===== src/rtl/gpio_bank_pkg.sv =====
package gpio_bank_pkg;

    localparam int WORD_W = 32;

    typedef enum logic [1:0] {
        REG_PAD  = 2'd0,
        REG_IO   = 2'd1,
        REG_ICFG = 2'd2,
        REG_STAT = 2'd3
    } reg_sel_e;

    // bit layout matches the register: pull at the bottom, oe at bit 9
    typedef struct packed {
        logic       oe;
        logic [2:0] drv;
        logic [3:0] func;
        logic [1:0] pull;
    } pad_cfg_t;

    // bit3 capture, bit2 edge, bit1 polarity, bit0 irq enable
    typedef struct packed {
        logic capture_en;
        logic edge_mode;
        logic pol_hi;
        logic irq_en;
    } irq_cfg_t;

    localparam int PAD_W  = $bits(pad_cfg_t);
    localparam int ICFG_W = $bits(irq_cfg_t);

    function automatic logic detect_event(irq_cfg_t c, logic cur, logic prev);
        logic act_now;
        logic act_prev;
        act_now  = c.pol_hi ? cur  : ~cur;
        act_prev = c.pol_hi ? prev : ~prev;
        return c.edge_mode ? (act_now & ~act_prev) : act_now;
    endfunction

    function automatic logic [WORD_W-1:0] read_word(reg_sel_e sel, pad_cfg_t pad,
                                                     logic out_val, logic in_lvl,
                                                     irq_cfg_t icfg, logic status);
        logic [WORD_W-1:0] w;
        w = '0;
        case (sel)
            REG_PAD:  w[PAD_W-1:0]  = pad;
            REG_IO:   w[1:0]        = {out_val, in_lvl};
            REG_ICFG: w[ICFG_W-1:0] = icfg;
            REG_STAT: w[0]          = status;
            default:  w = '0;
        endcase
        return w;
    endfunction

endpackage


===== src/rtl/gpio_sync2.sv =====
module gpio_sync2 #(
    parameter int STAGES = 2
) (
    input  logic clk,
    input  logic rst,
    input  logic d,
    output logic q
);
    logic [STAGES-1:0] chain;

    generate
        if (STAGES == 1) begin : g_one
            always_ff @(posedge clk) begin
                if (rst) chain <= '0;
                else     chain <= d;
            end
        end else begin : g_many
            always_ff @(posedge clk) begin
                if (rst) chain <= '0;
                else     chain <= {chain[STAGES-2:0], d};
            end
        end
    endgenerate

    assign q = chain[STAGES-1];
endmodule


===== src/rtl/gpio_pin_slice.sv =====
module gpio_pin_slice
    import gpio_bank_pkg::*;
#(
    parameter int SYNC_STAGES = 2
) (
    input  logic              clk,
    input  logic              rst,
    input  logic              pin_async,
    input  logic              wr_pad,
    input  logic              wr_io,
    input  logic              wr_icfg,
    input  logic              wr_stat,
    input  logic [WORD_W-1:0] wdata,
    output pad_cfg_t          pad_cfg,
    output logic              out_val,
    output irq_cfg_t          irq_cfg,
    output logic              status,
    output logic              in_lvl,
    output logic              irq_req
);
    logic prev_lvl;
    logic evt;
    logic clr;
    logic edge_pend;

    gpio_sync2 #(.STAGES(SYNC_STAGES)) u_sync (
        .clk (clk),
        .rst (rst),
        .d   (pin_async),
        .q   (in_lvl)
    );

    always_ff @(posedge clk) begin
        if (rst) begin
            pad_cfg  <= '0;
            out_val  <= 1'b0;
            irq_cfg  <= '0;
            prev_lvl <= 1'b0;
        end else begin
            prev_lvl <= in_lvl;
            if (wr_pad)  pad_cfg <= pad_cfg_t'(wdata[PAD_W-1:0]);
            if (wr_io)   out_val <= wdata[1];
            if (wr_icfg) irq_cfg <= irq_cfg_t'(wdata[ICFG_W-1:0]);
        end
    end

    always_comb begin
        evt = detect_event(irq_cfg, in_lvl, prev_lvl);
        clr = wr_stat & wdata[0];
    end

    // a new event outranks a clearing write in the same cycle
    always_ff @(posedge clk) begin
        if (rst) begin
            status    <= 1'b0;
            edge_pend <= 1'b0;
        end else begin
            if (irq_cfg.capture_en && evt) status <= 1'b1;
            else if (clr)                  status <= 1'b0;
            if (irq_cfg.edge_mode && evt)  edge_pend <= 1'b1;
            else if (clr)                  edge_pend <= 1'b0;
        end
    end

    assign irq_req = irq_cfg.irq_en & (irq_cfg.edge_mode ? edge_pend : evt);
endmodule


===== src/rtl/gpio_irq_bank.sv =====
module gpio_irq_bank
    import gpio_bank_pkg::*;
#(
    parameter int NUM_PINS    = 4,
    parameter int ADDR_W      = 8,
    parameter int SYNC_STAGES = 2
) (
    input  logic                  clk,
    input  logic                  rst,
    input  logic                  wr_en,
    input  logic                  rd_en,
    input  logic [ADDR_W-1:0]     addr,
    input  logic [31:0]           wdata,
    output logic [31:0]           rdata,
    input  logic [NUM_PINS-1:0]   pin_in,
    output logic [NUM_PINS-1:0]   pin_out,
    output logic [NUM_PINS-1:0]   pin_oe,
    output logic [2*NUM_PINS-1:0] pad_pull,
    output logic [4*NUM_PINS-1:0] pad_func,
    output logic [3*NUM_PINS-1:0] pad_drv,
    output logic                  irq
);
    localparam int IDX_W = ADDR_W - 4;

    reg_sel_e            sel;
    logic [IDX_W-1:0]    pin_idx;
    logic [NUM_PINS-1:0] hit;
    logic [NUM_PINS-1:0] ien_vec;
    logic [NUM_PINS-1:0] cap_vec;
    logic [NUM_PINS-1:0] stat_vec;
    logic [NUM_PINS-1:0] req_vec;
    logic [31:0]         word [NUM_PINS];
    logic [31:0]         rd_mux;

    assign sel     = reg_sel_e'(addr[3:2]);
    assign pin_idx = addr[ADDR_W-1:4];

    generate
        for (genvar p = 0; p < NUM_PINS; p++) begin : g_pin
            pad_cfg_t pc;
            irq_cfg_t ic;
            logic     ov;
            logic     lv;
            logic     st;

            assign hit[p] = (pin_idx == IDX_W'(p));

            gpio_pin_slice #(.SYNC_STAGES(SYNC_STAGES)) u_slice (
                .clk       (clk),
                .rst       (rst),
                .pin_async (pin_in[p]),
                .wr_pad    (wr_en && hit[p] && sel == REG_PAD),
                .wr_io     (wr_en && hit[p] && sel == REG_IO),
                .wr_icfg   (wr_en && hit[p] && sel == REG_ICFG),
                .wr_stat   (wr_en && hit[p] && sel == REG_STAT),
                .wdata     (wdata),
                .pad_cfg   (pc),
                .out_val   (ov),
                .irq_cfg   (ic),
                .status    (st),
                .in_lvl    (lv),
                .irq_req   (req_vec[p])
            );

            assign word[p]          = read_word(sel, pc, ov, lv, ic, st);
            assign pin_out[p]       = ov;
            assign pin_oe[p]        = pc.oe;
            assign pad_pull[2*p +: 2] = pc.pull;
            assign pad_func[4*p +: 4] = pc.func;
            assign pad_drv[3*p +: 3]  = pc.drv;
            assign ien_vec[p]       = ic.irq_en;
            assign cap_vec[p]       = ic.capture_en;
            assign stat_vec[p]      = st;
        end
    endgenerate

    always_comb begin
        rd_mux = '0;
        for (int p = 0; p < NUM_PINS; p++) begin
            if (hit[p]) rd_mux = word[p];
        end
    end

    always_ff @(posedge clk) begin
        if (rst)        rdata <= '0;
        else if (rd_en) rdata <= rd_mux;
    end

    assign irq = |req_vec;
endmodule


===== config.mk =====
export PLATFORM = sky130hd
export DESIGN_NAME = gpio_irq_bank
export DESIGN_NICKNAME = d
export VERILOG_FILES = /design/src/rtl/gpio_bank_pkg.sv /design/src/rtl/gpio_sync2.sv /design/src/rtl/gpio_pin_slice.sv /design/src/rtl/gpio_irq_bank.sv
export SDC_FILE = /design/constraint.sdc
export NUM_CORES = 1
export LEC_CHECK = 0
export BUFFER_PORTS_ARGS = -buffer_cell sky130_fd_sc_hd__buf_2
export CAP_MARGIN = 40
export CORE_UTILIZATION = 52
export DETAILED_ROUTE_END_ITERATION = 8
export PLACE_DENSITY_LB_ADDON = 0.15
export SLEW_MARGIN = 15
export SYNTH_ARGS = -nofsm -noshare
export SYNTH_HDL_FRONTEND = slang
export SYNTH_SLANG_ARGS = --single-unit

===== constraint.sdc =====
create_clock -name clk -period 1.76 [get_ports clk]
set_input_delay 0.352 -clock clk [delete_from_list [all_inputs] [get_ports clk]]
set_output_delay 0.352 -clock clk [all_outputs]
set_load 0.02 [all_outputs]

## Word level (Yosys, flattened, before mapping)

Index checks and enable logic that the tools add are counted.

- Flip-flop bits (word level): 112
- Bits in latches: 0
- RAM bits: 0
- Bits in read-only memories: 0
- Output and inout port bits: 77
- Memories kept: 0

- Add/sub/neg operators: 0
- Multiply operators: 0
- Div/mod/pow operators: 0
- $lt $le $gt $ge: 0
- Eq/ne operators: 6
- Shift operators: 0
- Mux-type cells: 48
- Bitwise gates (word level): 24
- Reductions and logical operators: 39

Operators by type and width:

| operator | count |
|---|---|
| 32-bit two-way mux | 3 |
| 1-bit logical AND | 28 |
| 1-bit two-way mux | 28 |
| 6-bit two-way mux | 4 |
| 1-bit one-hot mux with 4 select lines | 4 |
| 2-bit one-hot mux with 2 select lines | 4 |
| 2-bit nonzero test | 8 |
| 1-bit bitwise AND | 12 |
| 1-bit NOT | 12 |
| 1-bit one-hot mux with 3 select lines | 4 |
| 10-bit two-way mux | 1 |
| 4-bit by 2-bit equality test with 1-bit output (second input constant) | 2 |
| 2-bit equality test (second input constant) | 2 |
| 4-bit by 1-bit equality test with 1-bit output (second input constant) | 1 |
| 4-bit logical NOT | 1 |
| 4-bit OR reduction | 1 |
| 2-bit by 1-bit equality test with 1-bit output (second input constant) | 1 |
| 2-bit logical NOT | 1 |

## Logic depth before layout (Yosys ltp)

- Word-level depth: 8
- Depth in mapped cells: 7

## Modules after synthesis

Synthesis repeated with hierarchy kept, for this count alone.

- Cell total of the unflattened synthesis: 455
- Area total of the unflattened synthesis: 4354.2 um^2

Modules (own cells, without submodules):

| module | times used | cells each | area each (um^2) |
|---|---|---|---|
| gpio_pin_slice | 4 | 66 | 690.7 |
| gpio_irq_bank | 1 | 175 | 1381.3 |
| gpio_sync2 | 4 | 4 | 52.6 |

## Worst setup path after synthesis

No wires, ideal clock.

- Path kind: input-to-reg
- Start point: input port addr[4]
- End point: register g_pin[3].u_slice.pad_cfg[1] (netlist bit)
- Data arrival time: 1.480 ns
- Required time: 1.632 ns
- Slack: 0.153 ns
- Stages: 7
- Path through: buf_4 buf_2 nand2_1 nor4_2 buf_6 mux2i_1 nor2_1

- Word-level cells in the longest chain between the ends: 3

RTL lines:

| item | RTL line | source |
|---|---|---|
| start, declared | gpio_irq_bank.sv:12 | `input logic [ADDR_W-1:0] addr,` |
| 4-bit by 2-bit equality test with 1-bit output | gpio_irq_bank.sv:46 | `assign hit[p] = (pin_idx == IDX_W'(p));` |
| 1-bit logical AND (2 in series) | gpio_irq_bank.sv:52 | `.wr_pad (wr_en && hit[p] && sel == REG_PAD),` |
| end signal, assigned | gpio_pin_slice.sv:41 | `if (wr_pad) pad_cfg <= pad_cfg_t'(wdata[PAD_W-1:0]);` |
| end, declared | gpio_pin_slice.sv:14 | `output pad_cfg_t pad_cfg,` |

No other way between the ends.
A chain may end at the register's enable or synchronous reset.

## Final worst setup path

- Start point: register g_pin[3].u_slice.irq_cfg[1] (netlist bit)
- End point: output port irq

- Word-level cells in the longest chain between the ends: 7
- Elaborated cells between the ends (all ways): 8

RTL lines:

| item | RTL line | source |
|---|---|---|
| start, declared | gpio_pin_slice.sv:16 | `output irq_cfg_t irq_cfg,` |
| start signal, assigned | gpio_pin_slice.sv:43 | `if (wr_icfg) irq_cfg <= irq_cfg_t'(wdata[ICFG_W-1:0]);` |
| 1-bit two-way mux | gpio_bank_pkg.sv:35 | `act_prev = c.pol_hi ? prev : ~prev;` |
| 1-bit NOT | gpio_bank_pkg.sv:36 | `return c.edge_mode ? (act_now & ~act_prev) : act_now;` |
| 1-bit bitwise AND | gpio_bank_pkg.sv:36 |  |
| 1-bit two-way mux * | gpio_bank_pkg.sv:36 |  |
| 1-bit two-way mux * | gpio_pin_slice.sv:65 | `assign irq_req = irq_cfg.irq_en & (irq_cfg.edge_mode ? edge_pend : evt);` |
| 1-bit bitwise AND * | gpio_pin_slice.sv:65 |  |
| 4-bit OR reduction * | gpio_irq_bank.sv:89 | `assign irq = \|req_vec;` |
| end, declared | gpio_irq_bank.sv:21 | `output logic irq` |

Mark *: on every way between the ends. The rest lies on a longest branch, timed or not.

==> out/metrics.cfg <==
[global_route]
grt_max_degree = 46
grt_use_total_pct = 25.9
grt-ovfl-total = 0
antenna_found_initial = 0
grt_pass1_wl_microns = 16600
grt_pass1_vias = 3287

[floorplanning]
design.die.area_sq_um = 8400
start_util_pct = 53.8
rows = 32
io_pins = 125
core-area_sq_um = 7770
die_y_microns = 91.7
die_w_microns = 91.7

[drt]
drc = 0
routedWlPerCell_microns = 16.4
initialDrtViolationCount = 172
viasPerCell = 5.35
first_pass_iters = 4
route.vias.total = 3395
wl_microns = 10400
ant_nets = 0

[yosys]
synth.distinct_cells = 46
synthesis.area_sq_um = 4180
synth-seq-area-share_pct = 43.1
synth_top_area_cell = dfxtp_1
yosysMostFrequentCell = dfxtp_1
synthTopCellsByCount = 90 x dfxtp_1, 67 x mux2i_1, 65 x nor2_1
ys.flop_type = dfxtp_1
yosysTopAreaCellShare_pct = 43.1
async_flop_share_pct = 0
synth_cells = 436
synth-seq-cells = 90
ys_top_cells_by_area = dfxtp_1 43%, mux2i_1 16%, nor2_1 5.8%
yosysWarningCount = 0
synth_edf_count = 0
synth.avg_cell_area_sq_um = 9.59

[setup_path]
r2r_end = rdata[0]
cp_data_required_time_ps = 1410
crit_path_start_kind = flip-flop
path_max_fanout = 4
critPathArrivalTime_ps = 1420
startpoint = g_pin[3].u_slice.irq_cfg[1]
r2r_slack_ps = 380
end_kind = output port
r2r_start = g_pin[2].u_slice.u_sync.chain[1]
path_class = flip-flop to output port
worstRegToRegCells = 5
endpoint = irq

[pwr]
powerDensity_nw_per_um2 = 798
p_leak_nw = 2.29
ir_drop_mv = 0.534

[place]
routabilityCongestion = 0.924
hpwl_microns = 7400
place_area_sq_um = 4740
port-buffer-count = 78
placed_cells = 615
place_ws_ps = -104

[sta]
fin_crit_sh_pct = 101
fmax_ghz = 0.564
fin_tns_setup_ps = -13.6
hold_viol = 0
min_period_ps = 1770
rsz0062_at_grt = yes
slew_violations = 0
fin_hold_ws_ps = 196
setup_viol = 1
setup_ws_ps = -13.6
fin_skew_ps = 9.85

[clocking]
cts.hold.buffers_added = 0
cts_buffers = 9
cts_tree = yes
clkLatencyLatePin_ps = 360
clk_path_buf_depth = 2
cts_sinks = 90
cts_max_level = 3
path_clk_slew_ps = 90
cts-root-buf = clkbuf_8

[run_status]
status = complete, but fails checks
violations = setup timing

[worst_hold_path]
holdCritPathClass = input pin to flip-flop
hold_path_depth = 2
hold_start = pin_in[3]

[finish]
layout.cells.non_filler = 635
syn_to_final_growth_pct = 20.9
fin_area_sq_um = 5050
layout-drive-gt1-share_pct = 29.3
num-nets-final = 576
antenna_cells = 0

[job]
maxCapViolations = 0

[placed cells by master (no fill, tap or decap), types with 3 or more instances in the layout]
| master | n |
|---|---|
| dfxtp_1 | 83 |
| buf_2 | 77 |
| mux2i_1 | 67 |
| nor2_1 | 65 |
| buf_4 | 33 |
| nor2b_1 | 27 |
| conb_1 | 22 |
| nand2_1 | 16 |
| a21oi_1 | 13 |
| inv_1 | 11 |
| o21ai_0 | 10 |
| clkbuf_8 | 10 |
| a211oi_1 | 8 |
| o22ai_1 | 8 |
| nand3_1 | 6 |
| o32ai_1 | 6 |
| mux4_2 | 6 |
| xor2_2 | 4 |
| a22oi_1 | 4 |
| xnor2_1 | 4 |
| dfxtp_2 | 4 |
| buf_12 | 4 |
| o21ai_1 | 3 |
| nor3_1 | 3 |
| nand2b_1 | 3 |
| nand4_1 | 3 |
| dfxtp_4 | 3 |
[worst min path at each step]
stage,slack (ps),endpoint
2_1_floorplan,410,g_pin[0].u_slice.u_sync.chain[1]
3_3_place_gp,420,g_pin[1].u_slice.u_sync.chain[1]
3_5_place_dp,420,g_pin[1].u_slice.u_sync.chain[1]
4_1_cts,180,g_pin[3].u_slice.u_sync.chain[0]
5_1_grt,190,g_pin[0].u_slice.u_sync.chain[0]
6_report,200,g_pin[3].u_slice.u_sync.chain[0]
[critical path, stage by stage, from the launching register on]
cell and delay (ps):
dfxtp_4 390, xor2_2 170, o21ai_1 90, a22oi_1 180
nand2_1 100, buf_6 140
[layer usage]
metal	vias to the layer above	global-route usage, %	wire length [microns]
li1	1641	-	-
met1	1631	34.7	4800
met2	108	42.4	4870
met3	15	5.06	554
met4	0	7.28	163
met5	-	0	0
[what timing repair did]
action	4_1_cts	5_1_grt
endpoints found under the setup margin	1	1
pin swaps	6	0
resized for setup	16	3
buffers inserted	4	0
[area by class of cell]
class | instances | area, sq um
tap | 102 | 128
multi-input combinational | 301 | 2110
inverter | 11 | 41.3
fill | 674 | 2720
clock buffer | 11 | 141
sequential | 90 | 1820
timing repair buffer | 115 | 724
clock inverter | 5 | 86.3
[per-stage QoR]
step | utilization, % | power, mW
detailed placement | 61.1 | 2.46
finish | 65.0 | 4.03
global route | 65.0 | 4.18
global placement | 61.1 | 2.46
CTS | 64.8 | 4.04
floorplan | - | 2.37
[logic make-up (layout without fill, tap and decap cells)]
family | Yosys count | in the layout | synth area share (%)
other | 1 | 22 | 0.0897
and+or+nand+nor | 138 | 138 | 17.2
buffers and inverters | 66 | 142 | 9.16
AOI/OAI and AO/OA | 59 | 59 | 9.22
DFF | 90 | 90 | 43.1
xor gates and xnor gates | 8 | 8 | 1.68
muxes | 74 | 74 | 19.5
[power by group]
group          switching (mW)  leakage [nW]  internal (mW)
clock network           0.754         0.114          0.850
logic                   0.234          1.44          0.125
registers              0.0139         0.732           2.05
[flip-flops by register name (all words and copies together), names as in the netlist]
signal / count
g_pin.u_slice.edge_pend: 4
g_pin.u_slice.irq_cfg: 16
g_pin.u_slice.out_val: 4
g_pin.u_slice.pad_cfg: 40
g_pin.u_slice.prev_lvl: 4
g_pin.u_slice.status: 4
g_pin.u_slice.u_sync.chain: 8
rdata: 10
Note: power is estimated with default switching activity, not from simulation.
